==> config.mk <==
export PLATFORM = sky130hd
export DESIGN_NAME = cb_adc_seq
export DESIGN_NICKNAME = d
export VERILOG_FILES = /design/src/rtl/cb_pkg.sv /design/src/rtl/cb_sync.sv /design/src/rtl/cb_phase_timer.sv /design/src/rtl/cb_updown.sv /design/src/rtl/cb_adc_seq.sv
export SDC_FILE = /design/constraint.sdc
export NUM_CORES = 1
export LEC_CHECK = 0
export BUFFER_PORTS_ARGS = -buffer_cell sky130_fd_sc_hd__buf_2
export CAP_MARGIN = 0
export CORE_UTILIZATION = 30
export DETAILED_ROUTE_END_ITERATION = 8
export GPL_ROUTABILITY_DRIVEN = 1
export PLACE_DENSITY = 0.54
export SETUP_SLACK_MARGIN = 0.1
export SLEW_MARGIN = 0
export SYNTH_ARGS = -nofsm -noshare
export SYNTH_HDL_FRONTEND = slang
export SYNTH_SLANG_ARGS = --single-unit
export TNS_END_PERCENT = 20
==> constraint.sdc <==
create_clock -name clk_i -period 3.3 [get_ports clk_i]
set_input_delay 0.33 -clock clk_i [delete_from_list [all_inputs] [get_ports clk_i]]
set_output_delay 0.33 -clock clk_i [all_outputs]
set_load 0.005 [all_outputs]
==> src/rtl/cb_pkg.sv <==
package cb_pkg;
  typedef enum logic {
    PH_AZ   = 1'b0,
    PH_MEAS = 1'b1
  } phase_e;
endpackage

==> src/rtl/cb_sync.sv <==
module cb_sync #(
  parameter int unsigned STAGES = 2
) (
  input  logic clk_i,
  input  logic rst_ni,
  input  logic d_i,
  output logic q_o
);
  logic [STAGES-1:0] sr_q;

  always_ff @(posedge clk_i or negedge rst_ni) begin
    if (!rst_ni) sr_q <= '0;
    else         sr_q <= {sr_q[STAGES-2:0], d_i};
  end

  assign q_o = sr_q[STAGES-1];

  initial begin
    if (STAGES < 2) $error("cb_sync: STAGES must be at least 2");
  end
endmodule

==> src/rtl/cb_phase_timer.sv <==
module cb_phase_timer
  import cb_pkg::*;
#(
  parameter int unsigned AZ_TICKS   = 1024,
  parameter int unsigned MEAS_TICKS = 2048
) (
  input  logic   clk_i,
  input  logic   rst_ni,
  input  logic   tick_i,
  output phase_e phase_o,
  output logic   az_end_o,
  output logic   meas_end_o
);
  localparam int unsigned MAXT = (AZ_TICKS > MEAS_TICKS) ? AZ_TICKS : MEAS_TICKS;
  localparam int unsigned PW   = (MAXT < 2) ? 1 : $clog2(MAXT);
  localparam logic [PW-1:0] AZ_LAST   = PW'(AZ_TICKS - 1);
  localparam logic [PW-1:0] MEAS_LAST = PW'(MEAS_TICKS - 1);

  phase_e        phase_q;
  logic [PW-1:0] cnt_q;

  assign az_end_o   = tick_i && (phase_q == PH_AZ)   && (cnt_q == AZ_LAST);
  assign meas_end_o = tick_i && (phase_q == PH_MEAS) && (cnt_q == MEAS_LAST);
  assign phase_o    = phase_q;

  always_ff @(posedge clk_i or negedge rst_ni) begin
    if (!rst_ni) begin
      phase_q <= PH_AZ;
      cnt_q   <= '0;
    end else if (az_end_o) begin
      phase_q <= PH_MEAS;
      cnt_q   <= '0;
    end else if (meas_end_o) begin
      phase_q <= PH_AZ;
      cnt_q   <= '0;
    end else if (tick_i) begin
      cnt_q   <= cnt_q + 1'b1;
    end
  end

  // position within a phase never passes that phase's length
  p_cnt_range_r2: assert property (@(posedge clk_i) disable iff (!rst_ni)
    (phase_q == PH_AZ) ? (cnt_q <= AZ_LAST) : (cnt_q <= MEAS_LAST));

  // phase moves only on a tick
  p_phase_tick_r9: assert property (@(posedge clk_i) disable iff (!rst_ni)
    !tick_i |=> $stable(phase_q));

  initial begin
    if (AZ_TICKS < 1)   $error("cb_phase_timer: AZ_TICKS must be at least 1");
    if (MEAS_TICKS < 2) $error("cb_phase_timer: MEAS_TICKS must be at least 2");
  end
endmodule

==> src/rtl/cb_updown.sv <==
module cb_updown
  import cb_pkg::*;
#(
  parameter int unsigned MEAS_TICKS = 2048,
  parameter int unsigned CW         = $clog2(MEAS_TICKS + 1) + 1
) (
  input  logic          clk_i,
  input  logic          rst_ni,
  input  logic          tick_i,
  input  phase_e        phase_i,
  input  logic          az_end_i,
  input  logic          meas_end_i,
  input  logic          comp_i,
  output logic          ref_on_o,
  output logic [CW-1:0] count_o,
  output logic [CW-1:0] result_o,
  output logic          valid_o
);
  localparam logic signed [CW-1:0] LIM = CW'(MEAS_TICKS);

  logic signed [CW-1:0] count_q, step, count_nx;
  logic [CW-1:0]        result_q;
  logic                 ref_q, valid_q;
  logic                 meas_tick;

  assign meas_tick = tick_i && (phase_i == PH_MEAS);
  assign step      = ref_q ? {CW{1'b1}} : CW'(1);
  assign count_nx  = count_q + step;

  always_ff @(posedge clk_i or negedge rst_ni) begin
    if (!rst_ni) begin
      count_q  <= '0;
      result_q <= '0;
      ref_q    <= 1'b0;
      valid_q  <= 1'b0;
    end else begin
      valid_q <= 1'b0;
      if (az_end_i) begin
        count_q <= '0;
        ref_q   <= 1'b0;
      end else if (meas_end_i) begin
        count_q  <= count_nx;
        result_q <= count_nx;
        valid_q  <= 1'b1;
        ref_q    <= 1'b0;
      end else if (meas_tick) begin
        count_q <= count_nx;
        ref_q   <= comp_i;
      end
    end
  end

  assign ref_on_o = ref_q;
  assign count_o  = count_q;
  assign result_o = result_q;
  assign valid_o  = valid_q;

  // reference switch moves only on a tick
  p_ref_tick_r3: assert property (@(posedge clk_i) disable iff (!rst_ni)
    !tick_i |=> $stable(ref_q));

  // strobe lasts one cycle
  p_valid_pulse_r6: assert property (@(posedge clk_i) disable iff (!rst_ni)
    valid_q |=> !valid_q);

  // result holds between strobes
  p_result_hold_r6: assert property (@(posedge clk_i) disable iff (!rst_ni)
    !valid_q |-> $stable(result_q));

  // running count stays within the interval length
  p_count_bound_r7: assert property (@(posedge clk_i) disable iff (!rst_ni)
    (count_q <= LIM) && (count_q >= -LIM));
endmodule

==> src/rtl/cb_adc_seq.sv <==
module cb_adc_seq
  import cb_pkg::*;
#(
  parameter int unsigned AZ_TICKS   = 1024,
  parameter int unsigned MEAS_TICKS = 2048,
  parameter int unsigned SYNC_STAGES = 2,
  localparam int unsigned CW = $clog2(MEAS_TICKS + 1) + 1
) (
  input  logic          clk_i,
  input  logic          rst_ni,
  input  logic          tick_i,
  input  logic          comp_i,
  output logic          az_o,
  output logic          ref_on_o,
  output logic [CW-1:0] result_o,
  output logic          valid_o
);
  logic          comp_s;
  phase_e        phase;
  logic          az_end, meas_end;
  logic [CW-1:0] count;

  cb_sync #(.STAGES(SYNC_STAGES)) i_sync (
    .clk_i (clk_i),
    .rst_ni(rst_ni),
    .d_i   (comp_i),
    .q_o   (comp_s)
  );

  cb_phase_timer #(.AZ_TICKS(AZ_TICKS), .MEAS_TICKS(MEAS_TICKS)) i_timer (
    .clk_i     (clk_i),
    .rst_ni    (rst_ni),
    .tick_i    (tick_i),
    .phase_o   (phase),
    .az_end_o  (az_end),
    .meas_end_o(meas_end)
  );

  cb_updown #(.MEAS_TICKS(MEAS_TICKS), .CW(CW)) i_updown (
    .clk_i     (clk_i),
    .rst_ni    (rst_ni),
    .tick_i    (tick_i),
    .phase_i   (phase),
    .az_end_i  (az_end),
    .meas_end_i(meas_end),
    .comp_i    (comp_s),
    .ref_on_o  (ref_on_o),
    .count_o   (count),
    .result_o  (result_o),
    .valid_o   (valid_o)
  );

  assign az_o = (phase == PH_AZ);

  // no reference current while the input is grounded
  p_ref_off_az_r4: assert property (@(posedge clk_i) disable iff (!rst_ni)
    az_o |-> !ref_on_o);

  // strobe comes with the return to auto-zero
  p_valid_az_r6: assert property (@(posedge clk_i) disable iff (!rst_ni)
    valid_o |-> az_o);

  // count starts from zero in each measurement
  p_clear_r5: assert property (@(posedge clk_i) disable iff (!rst_ni)
    $fell(az_o) |-> (count == '0));
endmodule

==> impl_metrics.yaml, run 1 <==
timing:
  clock.fmax_mhz: 358.1
  worst_slew_pin_slew_ps: 951.1
  finalCritPeriodShare_pct: 84.63
  finalSetupTns_ps: 0
  setup_viol: 0
  fin_skew_ps: 4.489
  fin_ws_ps: 507.3
  min_period_ps: 2793
  hold_viol_final: 0
  whs_ps: 136.3
  relSlewSlack_pct: 36.59
  slew_viol_final: 0
  rsz0062_at_grt: "no"
hold_path:
  min-delay-start: "comp_i"
  holdCritPathClass: "input port to flop"
  hold-path-cell-count: 1
critical_path:
  r2r_start: "i_updown.ref_on_o$_DFFE_PN0P_"
  startpoint: "i_updown.ref_on_o$_DFFE_PN0P_"
  crit_slowest_cell: "dfrtp_1"
  cp_cell_sequence: "fa_1, a211oi_2, nor2_1, o31a_1, a221o_1, xor2_1, o21bai_1, a22o_1"
  cp-end-kind: "flop"
  critPathMaxFanout: 15
  rr_worst_depth: 8
  slowest_delay_ps: 600
  worst_setup_path_start_kind: "flop"
  worstPathArrival_ps: 2980
  path_class: "flop to flop"
  required_ps: 3490
pwr:
  ir_worst_vdd_mv: 0.2489
  leakagePower_nw: 1.203
  power_density_mw_per_mm2: 460.4
die:
  die_w_um: 86.87
  coreArea_mm2: 0.006869
  die_area_mm2: 0.007546
  die_y_um: 86.87
  initial_core_util_pct: 31.46
  boundaryPins: 20
  std_cell_rows: 30
drt:
  vias: 1517
  post_drt_wl_per_cell_um: 13.26
  drtPass1Iterations: 4
  wirelength_um: 4324
  initialDrtViolationCount: 79
  ant_nets: 0
  route.detailed.drc: 0
  vias_per_cell: 4.653
logic_synthesis:
  synth_top_flop_cell: "dfrtp_1"
  yosysTopAreaCell: "dfrtp_1"
  synth_commonest_cells: "42 x dfrtp_1, 28 x nand2_1, 25 x o21ai_0"
  synth.distinct_cells: 41
  synth_area_mm2: 0.002161
  yosysMostFrequentCell: "dfrtp_1"
  yosys-top-cells-area: "dfrtp_1 49%, ha_1 6.9%, o21ai_0 5.8%"
  yosysSeqAreaShare_pct: 48.64
  syn-instance-count: 210
  yosysWarnings: 0
  synth_seq_cells: 42
  syn_nets: 227
  synth_top_area_share_pct: 48.64
  postSynthAreaPerCell_um2: 10.29
  postSynth.asyncResetShare_pct: 100.0
  synth_edf_count: 0
clock_tree:
  cts_tree: "built"
  clk_latency_ps: 300
  ctsResizeCount: 0
  ctsHoldBuffers: 0
  cts_root_buffer: "clkbuf_8"
  cts.sink_count: 42
  post_cts_buffers: 0
  clk_path_buf_depth: 2
  cts_max_level: 2
  clkSlewWorstSetupHoldPaths_ps: 80
  numCtsBuffers: 5
cells_and_area:
  finalNonFillerCells: 326
  layout-drive-gt1-share_pct: 18.26
  finish.instance_area_mm2: 0.002459
  fillers: 688
  area_delta_synth_final_pct: 13.78
  fin_nets: 247
  antenna_cells: 0
grt:
  grtUsageTotal_pct: 13.10
  grt_pass1_wl_um: 7486
  antenna_found_initial: 0
  overflow: 0
  grt_max_degree: 43
  grt_pass1_vias: 1535
placed_design:
  io_buffer_count: 19
  place_hpwl_um: 2995
  pre_cts_ws_ps: 485.7
  place_area_mm2: 0.002346
  placedCellCount: 319
  place_congestion: 0.7539
flow_run:
  drv_cap: 0
run_status:
  status: "completed"
-- area by class of cell --
type	instances	area (µm²)	area share, %
inverter	6	22.52	0.9160
clock buffer	6	82.58	3.359
sequential	42	1051	42.75
tap	96	120.1	4.885
multi-input combinational	155	1050	42.70
timing repair buffer	20	102.6	4.173
clock inverter	1	30.03	1.221
-- kinds of logic after synthesis --
| family | after synthesis | share of synthesized area [%] |
|---|---|---|
| adder cells (fa/ha/maj) | 13 | 7.875 |
| buffers and inverters | 13 | 2.779 |
| flip-flops | 42 | 48.64 |
| multiplexers | 4 | 2.084 |
| XOR/XNOR | 18 | 7.296 |
| AO/OA/AOI/OAI | 55 | 16.68 |
| AND/OR/NAND/NOR | 65 | 14.65 |
-- worst max-delay path: cells and delay by family, from the launching register on --
family | cells | cell delay, ps
xor gates and xnor gates | 1 | 250
DFF | 1 | 600
adders and majority gates | 1 | 570
AOI/OAI and AO/OA | 5 | 1160
and+or+nand+nor | 1 | 100
-- path summary, 6_finish.rpt --
kind | to | slack (ps)
setup reg to reg | i_updown.count_o[12]$_DFFE_PN0P_ | 510
setup / recovery | i_updown.count_o[12]$_DFFE_PN0P_ | 510
hold reg to reg | i_sync.sr_q[1]$_DFF_PN0_ | 350
hold / removal | i_sync.sr_q[0]$_DFF_PN0_ | 140
max in group asynchronous | i_updown.result_o[1]$_DFFE_PN0P_ | 2530
min in group asynchronous | i_timer.cnt_q[7]$_DFFE_PN0P_ | 170
-- through the flow --
stage	power (mW)	util, %
2_1_floorplan	0.6901	-
3_5_place_dp	0.7258	34.15
4_1_cts	1.152	35.79
3_3_place_gp	0.7195	34.15
6_report	1.132	35.79
5_1_grt	1.185	35.79
-- power by group --
part | internal [mW] | switching (mW) | leakage, nW
sequential | 0.557 | 0.0552 | 0.566
combinational | 0.0499 | 0.0515 | 0.579
clock | 0.242 | 0.176 | 0.0573
-- registers in the layout, indices dropped and copies added (netlist names) --
register           count
i_updown.valid_o       1
i_updown.ref_on_o      1
i_updown.count_o      13
i_sync.sr_q            2
i_updown.result_o     13
i_timer.phase_o        1
i_timer.cnt_q         11
-- per-layer routing --
| layer | track usage [%] | part of all wire (%) | vias to the layer above | wire, µm |
|---|---|---|---|---|
| met5 | 0 | 0 | - | 0 |
| met4 | 4.545 | 0.90 | 0 | 39 |
| met3 | 3.602 | 3.5 | 4 | 151 |
| met2 | 20.40 | 44 | 20 | 1920 |
| met1 | 17.51 | 51 | 718 | 2213 |
| li1 | - | - | 775 | - |
-- placed cells by master (no fill, tap or decap), types with 2 or more instances in the layout --
cell	instances
dfrtp_1	42
nand2_1	28
o21ai_0	25
buf_2	19
nor2_1	17
ha_1	12
xnor2_1	11
xor2_1	7
a21o_1	6
clkbuf_8	6
nand3_1	5
inv_1	5
nand4_1	4
mux2_2	4
o22ai_1	3
a211oi_1	3
a21oi_1	3
a22o_2	2
o21a_1	2
o21bai_1	2
nand2b_1	2
a22o_1	2
(Power assumes the default switching activity.)
==> run 2: changes to the inputs <==
Clock period 3.3 ns to 2.6 ns, I/O delays scaled along.
==> run 2 against run 1 <==
Effect of this change: maximum frequency grew 15%; register-to-register slack lost 340 ps; via count grew 3.0%; clock-buffer cell count grew 1; combinational power grew 28%; routed wire length grew 4.5%; first-iteration DRC count shrank 19%; flip-flop and latch count is the same; critical path depth grew 1; clock power grew 5.3%; hold slack lost 72 ps; critical endpoint unchanged.
==> impl_metrics.yaml, run 2 (synthesized netlist as in run 1, its figures left out) <==
clock_tree:
  cts_max_level: 2
  clk_latency_ps: 300
  numCtsBuffers: 5
  cts_tree: "built"
  cts.sink_count: 42
  cts_root_buffer: "clkbuf_8"
  clk_path_buf_depth: 2
  clkSlewWorstSetupHoldPaths_ps: 80
grt:
  antenna_found_initial: 0
  grt_pass1_vias: 1562
  grtUsageTotal_pct: 13.17
  grt_pass1_wl_um: 7548
  grt_max_degree: 23
  overflow: 0
die:
  boundaryPins: 20
  std_cell_rows: 30
  die_w_um: 86.87
  coreArea_mm2: 0.006869
  die_y_um: 86.87
  die_area_mm2: 0.007546
  initial_core_util_pct: 31.46
cells_and_area:
  multi_input_area_mm2: 0.001070
  final_common_cell: "dfrtp_1"
  finish.instance_area_mm2: 0.002532
  post-route-util_pct: 36.87
  register_area_mm2: 0.001052
  fillers: 717
  fin_nets: 256
  layout-drive-gt1-share_pct: 22.92
  area_delta_synth_final_pct: 17.20
  antenna_cells: 0
  final_cell_mix: "41 x dfrtp_1, 28 x nand2_1, 25 x o21ai_0"
timing:
  rsz0062_at_grt: "yes"
  slew_viol_final: 0
  hold_viol_final: 0
  clock.fmax_mhz: 411.8
  whs_ps: 64.48
  fin_skew_ps: 9.252
  finalCritPeriodShare_pct: 93.41
  relSlewSlack_pct: 62.09
  min_period_ps: 2429
  worst_slew_pin_slew_ps: 568.0
  setup_viol: 0
  finalSetupTns_ps: 0
critical_path:
  cp_common_cell: "o21bai_1"
  rr_worst_depth: 9
  cp_top_family: "compound AO/OA/AOI/OAI gates"
  path_class: "flop to flop"
  cp-end-kind: "flop"
  critPathMaxFanout: 10
  worst_setup_path_start_kind: "flop"
  r2r_start: "i_updown.ref_on_o$_DFFE_PN0P_"
  critPathBufInv: 1
  r2r_end: "i_updown.count_o[12]$_DFFE_PN0P_"
  crit_slowest_cell: "dfrtp_2"
  cp_cell_sequence: "buf_6, ha_1, a211oi_2, o21bai_1, a21o_1, a221o_1, xor2_2, o21bai_1, a22o_1"
  required_ps: 2790
  slowest_delay_ps: 460
  worstPathArrival_ps: 2610
  rrSetupSlack_ps: 170
pwr:
  ir_worst_vdd_mv: 0.2496
  power_mw: 1.344
  p_seq_share_pct: 57.7
  swShare_pct: 26.58
  p_clk_share_pct: 32.7
  comb_power_share_pct: 9.6
  power_density_mw_per_mm2: 530.8
  leakagePower_nw: 1.236
  p_sw_uw: 357.3
  p_int_uw: 986.8
hold_path:
  hold-path-cell-count: 1
  holdCritPathClass: "input port to flop"
  min-delay-start: "comp_i"
  hold-path-endpoint: "i_sync.sr_q[0]$_DFF_PN0_"
run_status:
  status: "completed"
drt:
  route.detailed.drc: 0
  ant_nets: 0
  post_drt_wl_per_cell_um: 13.45
  vias: 1563
  initialDrtViolationCount: 64
  drtPass1Iterations: 4
  wirelength_um: 4520
  vias_per_cell: 4.652
placed_design:
  place_hpwl_um: 3194
  place_area_mm2: 0.002400
  io_buffer_count: 19
  place_congestion: 0.7809
flow_run:
  drv_cap: 0
-- run 2: per-layer routing --
layer | vias up | GRT usage, % | wire length [µm]
met5 | - | 0 | 0
met4 | 0 | 5.152 | 81
met3 | 7 | 3.602 | 153
met2 | 21 | 19.26 | 1993
met1 | 737 | 18.42 | 2291
li1 | 798 | - | -
-- run 2: worst max path at each step --
| stage | start | end | slack (ps) | cells past startpoint |
|---|---|---|---|---|
| after floorplan | i_updown.ref_on_o$_DFFE_PN0P_ | i_updown.count_o[12]$_DFFE_PN0P_ | 110 | 8 |
| after global placement | i_updown.ref_on_o$_DFFE_PN0P_ | i_updown.count_o[12]$_DFFE_PN0P_ | 120 | 9 |
| after detailed placement | i_updown.ref_on_o$_DFFE_PN0P_ | i_updown.count_o[12]$_DFFE_PN0P_ | 120 | 8 |
| after CTS | i_updown.ref_on_o$_DFFE_PN0P_ | i_updown.count_o[12]$_DFFE_PN0P_ | 140 | 9 |
| after global routing | i_updown.ref_on_o$_DFFE_PN0P_ | i_updown.count_o[12]$_DFFE_PN0P_ | 50 | 9 |
| final | i_updown.ref_on_o$_DFFE_PN0P_ | i_updown.count_o[12]$_DFFE_PN0P_ | 170 | 9 |
-- run 2: layout make-up --
type	instances	share of cell area, %
Multi-Input combinational cell	155	42.24
Sequential cell	42	41.55
Timing Repair Buffer	29	6.966
Tap cell	96	4.743
Clock buffer	7	3.409
Inverter	6	0.8893
Clock inverter	1	0.1976
-- run 2: repair_timing --
item,4_1_cts,5_1_grt
setup buffers,0,1
gates resized for setup,1,4
endpoints found under the setup margin,1,9
hold endpoints to repair,20,0
hold buffers,1,0
-- run 2: per-stage QoR --
stage          cells  worst slack, ps
2_1_floorplan    210            113.9
3_3_place_gp     326            119.3
3_5_place_dp     326            117.3
4_1_cts          335            136.5
5_1_grt          336            50.83
6_report         336            171.3
-- run 2: power by group through the flow --
stage	sequential (mW)	clock, mW	combinational (mW)
3_5_place_dp	0.787	0	0.132
4_1_cts	0.776	0.455	0.133
2_1_floorplan	0.776	0	0.100
5_1_grt	0.784	0.479	0.151
6_report	0.775	0.440	0.129
3_3_place_gp	0.787	0	0.128
